## config.mk

```make
export PLATFORM = sky130hd
export DESIGN_NAME = swr_rom_layer
export DESIGN_NICKNAME = d
export VERILOG_FILES = /design/src/rtl/swr_pkg.sv /design/src/rtl/swr_cmd_rx.sv /design/src/rtl/swr_bit_index.sv /design/src/rtl/swr_id_pick.sv /design/src/rtl/swr_rom_layer.sv
export SDC_FILE = /design/constraint.sdc
export NUM_CORES = 1
export LEC_CHECK = 0
export BUFFER_PORTS_ARGS = -buffer_cell sky130_fd_sc_hd__buf_4
export CORE_UTILIZATION = 40
export DETAILED_ROUTE_END_ITERATION = 8
export HOLD_SLACK_MARGIN = 0.03
export MAX_ROUTING_LAYER = met4
export PLACE_DENSITY = 0.67
export SLEW_MARGIN = 25
export SYNTH_ARGS = -nofsm -noshare
export SYNTH_HDL_FRONTEND = slang
export SYNTH_SLANG_ARGS = --single-unit
```

## constraint.sdc

```tcl
create_clock -name clk -period 3.7 [get_ports clk]
set_input_delay 0.555 -clock clk [delete_from_list [all_inputs] [get_ports clk]]
set_output_delay 0.555 -clock clk [all_outputs]
set_load 0.1 [all_outputs]
```

## src/rtl/swr_pkg.sv

```systemverilog
package swr_pkg;

  localparam int unsigned CMD_W = 8;

  localparam logic [CMD_W-1:0] CODE_READ_ID = 8'h33;
  localparam logic [CMD_W-1:0] CODE_MATCH   = 8'h55;
  localparam logic [CMD_W-1:0] CODE_SEARCH  = 8'hF0;
  localparam logic [CMD_W-1:0] CODE_SKIP    = 8'hCC;

  typedef enum logic [2:0] {
    ST_WAIT      = 3'd0,
    ST_CMD       = 3'd1,
    ST_READ      = 3'd2,
    ST_MATCH     = 3'd3,
    ST_SRCH_TRUE = 3'd4,
    ST_SRCH_CMPL = 3'd5,
    ST_SRCH_WR   = 3'd6,
    ST_SEL       = 3'd7
  } swr_state_e;

endpackage

```

## src/rtl/swr_cmd_rx.sv

```systemverilog
module swr_cmd_rx #(
  parameter int unsigned W = 8
) (
  input  logic         clk,
  input  logic         rst_n,
  input  logic         clear_i,
  input  logic         shift_i,
  input  logic         bit_i,
  output logic         done_o,
  output logic [W-1:0] code_o
);
  localparam int unsigned CW = $clog2(W);
  localparam logic [CW-1:0] LAST = CW'(W - 1);

  logic [W-1:0]  sr_q, sr_d;
  logic [CW-1:0] cnt_q, cnt_d;
  logic          en;

  assign code_o = {bit_i, sr_q[W-1:1]};
  assign done_o = shift_i && (cnt_q == LAST);
  assign en     = clear_i || shift_i;

  always_comb begin
    sr_d  = sr_q;
    cnt_d = cnt_q;
    if (clear_i) begin
      sr_d  = '0;
      cnt_d = '0;
    end else if (shift_i) begin
      sr_d  = code_o;
      cnt_d = (cnt_q == LAST) ? '0 : cnt_q + 1'b1;
    end
  end

  always_ff @(posedge clk or negedge rst_n) begin
    if (!rst_n) begin
      sr_q  <= '0;
      cnt_q <= '0;
    end else if (en) begin
      sr_q  <= sr_d;
      cnt_q <= cnt_d;
    end
  end
endmodule

```

## src/rtl/swr_bit_index.sv

```systemverilog
module swr_bit_index #(
  parameter int unsigned N = 64
) (
  input  logic                 clk,
  input  logic                 rst_n,
  input  logic                 clear_i,
  input  logic                 step_i,
  output logic [$clog2(N)-1:0] idx_o,
  output logic                 last_o
);
  localparam int unsigned IW = $clog2(N);
  localparam logic [IW-1:0] LAST = IW'(N - 1);

  logic [IW-1:0] idx_q, idx_d;
  logic          en;

  assign idx_o  = idx_q;
  assign last_o = (idx_q == LAST);
  assign en     = clear_i || step_i;

  always_comb begin
    idx_d = idx_q;
    if (clear_i)     idx_d = '0;
    else if (step_i) idx_d = last_o ? '0 : idx_q + 1'b1;
  end

  always_ff @(posedge clk or negedge rst_n) begin
    if (!rst_n)  idx_q <= '0;
    else if (en) idx_q <= idx_d;
  end
endmodule

```

## src/rtl/swr_id_pick.sv

```systemverilog
module swr_id_pick #(
  parameter int unsigned N = 64
) (
  input  logic [N-1:0]         id_i,
  input  logic [$clog2(N)-1:0] idx_i,
  output logic                 bit_o
);
  assign bit_o = id_i[idx_i];
endmodule

```

## src/rtl/swr_rom_layer.sv

```systemverilog
module swr_rom_layer
  import swr_pkg::*;
#(
  parameter int unsigned ID_W = 64
) (
  input  logic            clk,
  input  logic            rst_n,
  input  logic            bus_reset_i,
  input  logic            rx_valid_i,
  input  logic            rx_bit_i,
  input  logic            rd_slot_i,
  input  logic [ID_W-1:0] id_i,
  output logic            presence_o,
  output logic            drive_low_o,
  output logic            selected_o
);
  localparam int unsigned IW = $clog2(ID_W);

  swr_state_e    state_q, state_d;
  logic          pres_q;
  logic          cmd_done;
  logic [CMD_W-1:0] cmd_code;
  logic [IW-1:0] idx;
  logic          idx_last;
  logic          cur_bit;
  logic          cmd_shift;
  logic          idx_clear;
  logic          idx_step;
  logic          bit_ok;

  // command receiver
  assign cmd_shift = (state_q == ST_CMD) && rx_valid_i && !bus_reset_i;

  swr_cmd_rx #(.W(CMD_W)) u_cmd (
    .clk     (clk),
    .rst_n   (rst_n),
    .clear_i (bus_reset_i),
    .shift_i (cmd_shift),
    .bit_i   (rx_bit_i),
    .done_o  (cmd_done),
    .code_o  (cmd_code)
  );

  // identity bit position shared by read, match and search
  assign bit_ok = (rx_bit_i == cur_bit);

  always_comb begin
    idx_step = 1'b0;
    unique case (state_q)
      ST_READ:    idx_step = rd_slot_i;
      ST_MATCH:   idx_step = rx_valid_i && bit_ok;
      ST_SRCH_WR: idx_step = rx_valid_i && bit_ok;
      default:    idx_step = 1'b0;
    endcase
  end

  assign idx_clear = bus_reset_i || (state_q == ST_CMD);

  swr_bit_index #(.N(ID_W)) u_idx (
    .clk     (clk),
    .rst_n   (rst_n),
    .clear_i (idx_clear),
    .step_i  (idx_step),
    .idx_o   (idx),
    .last_o  (idx_last)
  );

  swr_id_pick #(.N(ID_W)) u_pick (
    .id_i  (id_i),
    .idx_i (idx),
    .bit_o (cur_bit)
  );

  // next state
  always_comb begin
    state_d = state_q;
    if (bus_reset_i) begin
      state_d = ST_CMD;
    end else begin
      unique case (state_q)
        ST_WAIT: state_d = ST_WAIT;
        ST_CMD: begin
          if (cmd_done) begin
            unique case (cmd_code)
              CODE_READ_ID: state_d = ST_READ;
              CODE_MATCH:   state_d = ST_MATCH;
              CODE_SEARCH:  state_d = ST_SRCH_TRUE;
              CODE_SKIP:    state_d = ST_SEL;
              default:      state_d = ST_WAIT;
            endcase
          end
        end
        ST_READ: begin
          if (rd_slot_i && idx_last) state_d = ST_SEL;
        end
        ST_MATCH: begin
          if (rx_valid_i) begin
            if (!bit_ok)       state_d = ST_WAIT;
            else if (idx_last) state_d = ST_SEL;
          end
        end
        ST_SRCH_TRUE: begin
          if (rd_slot_i) state_d = ST_SRCH_CMPL;
        end
        ST_SRCH_CMPL: begin
          if (rd_slot_i) state_d = ST_SRCH_WR;
        end
        ST_SRCH_WR: begin
          if (rx_valid_i) begin
            if (!bit_ok)       state_d = ST_WAIT;
            else if (idx_last) state_d = ST_SEL;
            else               state_d = ST_SRCH_TRUE;
          end
        end
        ST_SEL:  state_d = ST_SEL;
        default: state_d = ST_WAIT;
      endcase
    end
  end

  // registers
  always_ff @(posedge clk or negedge rst_n) begin
    if (!rst_n) begin
      state_q <= ST_WAIT;
      pres_q  <= 1'b0;
    end else begin
      state_q <= state_d;
      pres_q  <= bus_reset_i;
    end
  end

  // outputs
  always_comb begin
    unique case (state_q)
      ST_READ:      drive_low_o = !cur_bit;
      ST_SRCH_TRUE: drive_low_o = !cur_bit;
      ST_SRCH_CMPL: drive_low_o = cur_bit;
      default:      drive_low_o = 1'b0;
    endcase
  end

  assign presence_o = pres_q;
  assign selected_o = (state_q == ST_SEL);

endmodule

```

## Word level (Yosys, flattened, before mapping)

Cells that the tools add are included.
Widths: inputs -> output; s select.

- ROM bits: 0
- Bits in registers: 21
- Input bits: 70
- Latch bits: 0
- Memories: 0
- Output and inout port bits: 3
- Memory bits (writable): 0
- Logic and storage cells: 72

- Divide/modulo/power cells: 0
- Add/subtract/negate cells: 2
- Shift operators: 0
- Multiply operators: 0
- Bitwise logic cells: 0
- Reductions and logical operators: 18
- Mux-type cells: 25
- Equal/unequal tests: 21
- Order comparisons: 1

Operators by type and width:

| operator | count |
|---|---|
| $mux 3 | 13 |
| $pmux 3 s8 | 1 |
| $mux 6 | 3 |
| $ne 3x3->1 const B | 6 |
| $eq 8x8->1 const B | 2 |
| $mux 8 | 2 |
| $eq 3x3->1 const B | 5 |
| $pmux 3 s4 | 1 |
| $eq 8x6->1 const B | 1 |
| $eq 8x7->1 const B | 1 |
| $lt 6x7->1 const B | 1 |
| $reduce_and 7->1 | 1 |
| $add 6x1->6 const B | 1 |
| $bmux 1 s6 | 1 |
| $eq 3x2->1 const B | 2 |
| $eq 6x6->1 const B | 1 |
| $logic_and 1x1->1 | 5 |
| $ne 4x4->1 const B | 1 |
| $pmux 1 s2 | 2 |
| $reduce_and 2->1 | 2 |
| $reduce_bool 2->1 | 2 |
| $reduce_or 2->1 | 2 |
| $add 3x1->3 const B | 1 |
| $eq 3x1->1 const B | 1 |
| other kinds (6) | 9 |

## Depth between registers and ports, before layout

- Depth after elaboration: 7
- Gate-level depth with buffers: 13
- Depth with buffers taken out: 9

## Modules after synthesis

From an unflattened synthesis, not the netlist that was laid out.

- Cells, all modules: 202
- Area, all modules: 1,941.9 um^2

By module, submodules not included:

| module | area each (um^2) | instances | cells an instance |
|---|---|---|---|
| swr_id_pick | 600.6 | 1 | 62 |
| swr_rom_layer | 580.6 | 1 | 71 |
| swr_cmd_rx | 444.2 | 1 | 37 |
| swr_bit_index | 316.6 | 1 | 32 |

## Least setup slack after synthesis

Ideal clock, no wire load.

- Path type: flip-flop to output port
- From: reg u_idx.idx_q[1], in the netlist u_idx.idx_o[1]
- To: out drive_low_o
- Stages on the path, launching flop included: 10
- Setup slack: 247 ps
- Arrival: 2,898 ps
- Cell sequence: dfrtp_1 clkbuf_1 clkbuf_1 mux4_2 a22oi_1 o31ai_1 or3_1 o21ai_0 xor2_1 a32o_1

- Cells in the longest elaborated chain, start to end: 4

RTL lines:

| item | line | text |
|---|---|---|
| from (decl) | swr_bit_index.sv:14 | `logic [IW-1:0] idx_q, idx_d;` |
| from (signal assigned) | swr_bit_index.sv:29 | `else if (en) idx_q <= idx_d;` |
| $bmux 1 s6 (*) | swr_id_pick.sv:8 | `assign bit_o = id_i[idx_i];` |
| $mux 1 (implied by the code) (*) | swr_id_pick.sv:8 |  |
| $logic_not 1->1 | swr_rom_layer.sv:135, swr_rom_layer.sv:136 |  |
| $pmux 1 s2 (*) | swr_rom_layer.sv:134 | `unique case (state_q)` |
| to (decl) | swr_rom_layer.sv:14 | `output logic drive_low_o,` |

Every way passes the cells marked *; elsewhere a longest branch is shown, timed or not. The select of a mux whose other input is x is not followed.

## Worst setup path after layout

- From: reg u_idx.idx_q[0], in the netlist u_idx.idx_o[0]
- To: out drive_low_o

The elaborated chain is that of the path after synthesis.

==> summary.txt <==
TIMING
----------------------------------------------------------------------------------
Worst slew slack as a fraction of its limit .........................       56.95%
Highest clock frequency the design can meet .........................   0.2848 GHz
Final min period ....................................................     3.511 ns
Actual slew at the worst max-slew pin ...............................    0.6458 ns
Fraction of the cycle the final worst path needs ....................       94.89%
Setup skew after layout .............................................  0.009308 ns
Count of endpoints failing setup in the final report ................            0
Setup repair after global routing missed its margin .................           no
Number of max-slew violations in the final report ...................            0
Total Neg Setup Slack ...............................................         0 ns
Count of endpoints failing hold in the final timing report ..........            0

CTS
----------------------------------------------------------------------------------
Number of buffers created by CTS ....................................            3
Number of sinks handled by clock tree synthesis .....................           20
Post-CTS Repair Setup Buffers .......................................            0
Longest Clk Path Bufs ...............................................            2
Clock tree from TritonCTS ...........................................         done
Later-pin clock latency in the skew report ..........................      0.26 ns
Clock-pin transition on the worst setup and hold timing paths .......      0.08 ns
Clock H-tree levels .................................................            1
Clk Tree Root Cell ..................................................     clkbuf_8
Hold Buf Count CTS ..................................................            0

FLOORPLANNING
----------------------------------------------------------------------------------
Core Area ...........................................................   4786 sq um
Overall die width ...................................................     73.17 um
Height of the chip ..................................................     73.17 um
Total die area ......................................................   5353 sq um
Standard-cell row count .............................................           25
Effective utilization at floorplan ..................................       42.33%
Top-Level Pins ......................................................           73

DRT
----------------------------------------------------------------------------------
TritonRoute pass-1 iters ............................................            4
Per-cell via count in the routed design .............................        5.581
Via count ...........................................................        1,987
Routed wirelength normalized by instance count ......................     14.33 um
Antenna-violating nets left .........................................            0
Drt initial violations ..............................................           62
DRC violation count after routing ...................................            0
Sum of routed wire length over all layers ...........................      5102 um

YOSYS
----------------------------------------------------------------------------------
Summed instance area of the synthesized netlist .....................   2026 sq um
Synth Area in Simple Gates ..........................................       24.34%
Main combinational cell family by area after synthesis .............. simple AND/OR/NAND/NOR gates
Synthesized Nets ....................................................          301
Adder-Cell Fraction of Synth Area ...................................       1.853%
Share of cell area taken by muxes after synthesis ...................       21.49%
Synthesized-area fraction occupied by ao, oa, aoi and oai cells .....       21.19%
Yosys warning count .................................................            0
Most used DFF post-synth ............................................      dfrtp_1
Register bit total from synthesis ...................................           20
Share of synthesized registers carrying an async set or reset .......       100.0%
EDFF count, synth ...................................................            0
Cell count after synthesis ..........................................          228
Average size of a mapped cell .......................................  8.885 sq um
Fraction of the yosys area taken by sequential cells ................       24.71%
Xor/xnor cell area share of the yosys netlist .......................      0.4324%
Unique masters post-synth ...........................................           56

SETUP PATH
----------------------------------------------------------------------------------
CP Class ............................................................      reg2out
Maximum fanout along the worst path .................................           15
Signal arrival time at the worst endpoint ...........................      2.96 ns
Beginning of the worst register-to-register path .................... u_idx.idx_o[0]
Startpoint type of the worst setup path .............................     register
CP Data Required Time ...............................................      3.14 ns
Kind of end point of the critical path ..............................  output port
CP Launch Point ..................................................... u_idx.idx_o[0]

GLOBAL ROUTE
----------------------------------------------------------------------------------
Largest net degree at the start of global routing ...................           23
Global-route total usage across every layer .........................       19.94%
Via count of the first global-routing pass ..........................        1,815
Initial antenna violation count .....................................            0
Wire length of the first global-routing pass ........................      8183 um
Remaining Overflow, GRT .............................................            0

MIN PATH
----------------------------------------------------------------------------------
Worst min-delay path class ..........................................     in2async

CELLS AND AREA
----------------------------------------------------------------------------------
Area added between synthesis and finish .............................       31.99%
Leading cell type in the layout, fill and taps excluded .............        buf_4
Net count of the finished layout ....................................          363
Share of final-layout standard cells stronger than drive strength 1 .       33.56%
Antenna Cells .......................................................            0
Highest-count cells in the layout ignoring fill and taps ............ buf_4 (75), nand2_1 (31), a21oi_1 (23)
Final standard cell utilization of the core .........................       55.87%

POWER AND IR DROP
----------------------------------------------------------------------------------
Worst-case vdd ir drop ..............................................    0.3384 mV
Power density over cell area ........................................ 240.1 nW/um^2
Leakage Power .......................................................     1.098 nW

JOB
----------------------------------------------------------------------------------
Max Cap Viol ........................................................            0

OUTCOME
----------------------------------------------------------------------------------
Outcome ............................................................. finished, final reports clean

PLACEMENT
----------------------------------------------------------------------------------
PortBufs ............................................................           72
Final HPWL from detailed placement ..................................      3892 um
Placer congestion estimate ..........................................       0.7871

## layout make-up
cell class / instances / area, sq um
clock inverter: 1 / 30.03
multi-input combinational: 183 / 1404
clock buffer: 3 / 41.29
fill: 450 / 2112
timing repair buffer: 77 / 594.3
inverter: 5 / 18.77
sequential: 20 / 501.7
tap: 67 / 83.83
## path summary, 6_finish.rpt
check                            endpoint  slack, ns  depth (start not counted)
min in group clk           u_cmd.cnt_q[1]       0.53                          2
min reg2reg                u_cmd.cnt_q[1]       0.53                          2
max                           drive_low_o       0.19                          9
max reg2reg                u_idx.idx_o[3]       0.63                          9
min                         u_cmd.sr_q[3]       0.16                          1
max in group asynchronous  u_idx.idx_o[0]       3.31                          1
## sequential cells by signal (all words and copies together), names as in the netlist
| name | flops |
|---|---|
| u_cmd.cnt_q | 3 |
| u_cmd.sr_q | 7 |
| u_idx.idx_o | 6 |
| state_q | 3 |
| presence_o | 1 |
## power breakdown
group | internal (mW) | switching [mW] | leakage [nW]
clock network | 0.144 | 0.0743 | 0.0357
registers | 0.228 | 0.0257 | 0.271
logic | 0.0939 | 0.0758 | 0.791
## per-stage QoR
stage / power, mW / hold WS, ns / std cells / instance area (sq um) / setup WS (ns)
2_1_floorplan: 0.3525 / 0.2594 / 228 / 2026 / 0.2473
4_1_cts: 0.6496 / 0.1614 / 356 / 2669 / 0.03533
6_report: 0.6421 / 0.1604 / 356 / 2674 / 0.1889
5_1_grt: 0.6806 / 0.1705 / 356 / 2674 / 0.02717
3_3_place_gp: 0.4273 / 0.4501 / 352 / 2597 / 0.3714
3_5_place_dp: 0.4292 / 0.4509 / 352 / 2597 / 0.3388
## synth_stat cells, types with 4 or more instances
cell,number,area [sq um]
mux4_2,4,90.09
a21oi_1,23,115.1
dfrtp_1,20,500.5
nand2_1,31,116.4
nor4bb_1,6,60.06
mux4_1,6,157.7
nor2_1,9,33.78
mux2i_1,12,120.1
nand3_1,11,55.05
and3_1,7,43.79
clkbuf_1,14,52.55
mux2_2,6,67.56
nand2b_1,7,43.79
a21o_1,5,37.54
inv_1,5,18.77
o21ai_0,6,30.03
## layer usage
| layer | vias up | share of wire, % | global-route usage [%] |
|---|---|---|---|
| met5 | - | 0 | - |
| li1 | 991 | - | - |
| met2 | 60 | 49 | 34.67 |
| met4 | 0 | 0.65 | 4.357 |
| met3 | 4 | 8.1 | 3.177 |
| met1 | 932 | 42 | 24.24 |
## worst max-delay path: stages, from the launching register on
cell and delay, ns:
dfrtp_2 0.44, buf_12 0.18, mux4_1 0.56, a22o_1 0.22, a31o_1 0.21, or3_1 0.34
o21ai_1 0.13, xor2_1 0.17, a32o_1 0.21, buf_6 0.23
## repair_timing
| item | CTS | global route |
|---|---|---|
| setup endpoints to repair | 0 | 1 |
| resized for setup | 0 | 3 |
| endpoints found under the hold margin | 0 | 0 |
## logic make-up (layout without fill, tap and decap cells)
logic type,count (synthesis),after routing
simple gates,90,90
fa+ha+maj,3,3
mux,28,28
flops,20,20
compound gates,61,61
xor+xnor,1,1
buf+inv,25,86
No activity file was read; power rests on OpenSTA's default activity.
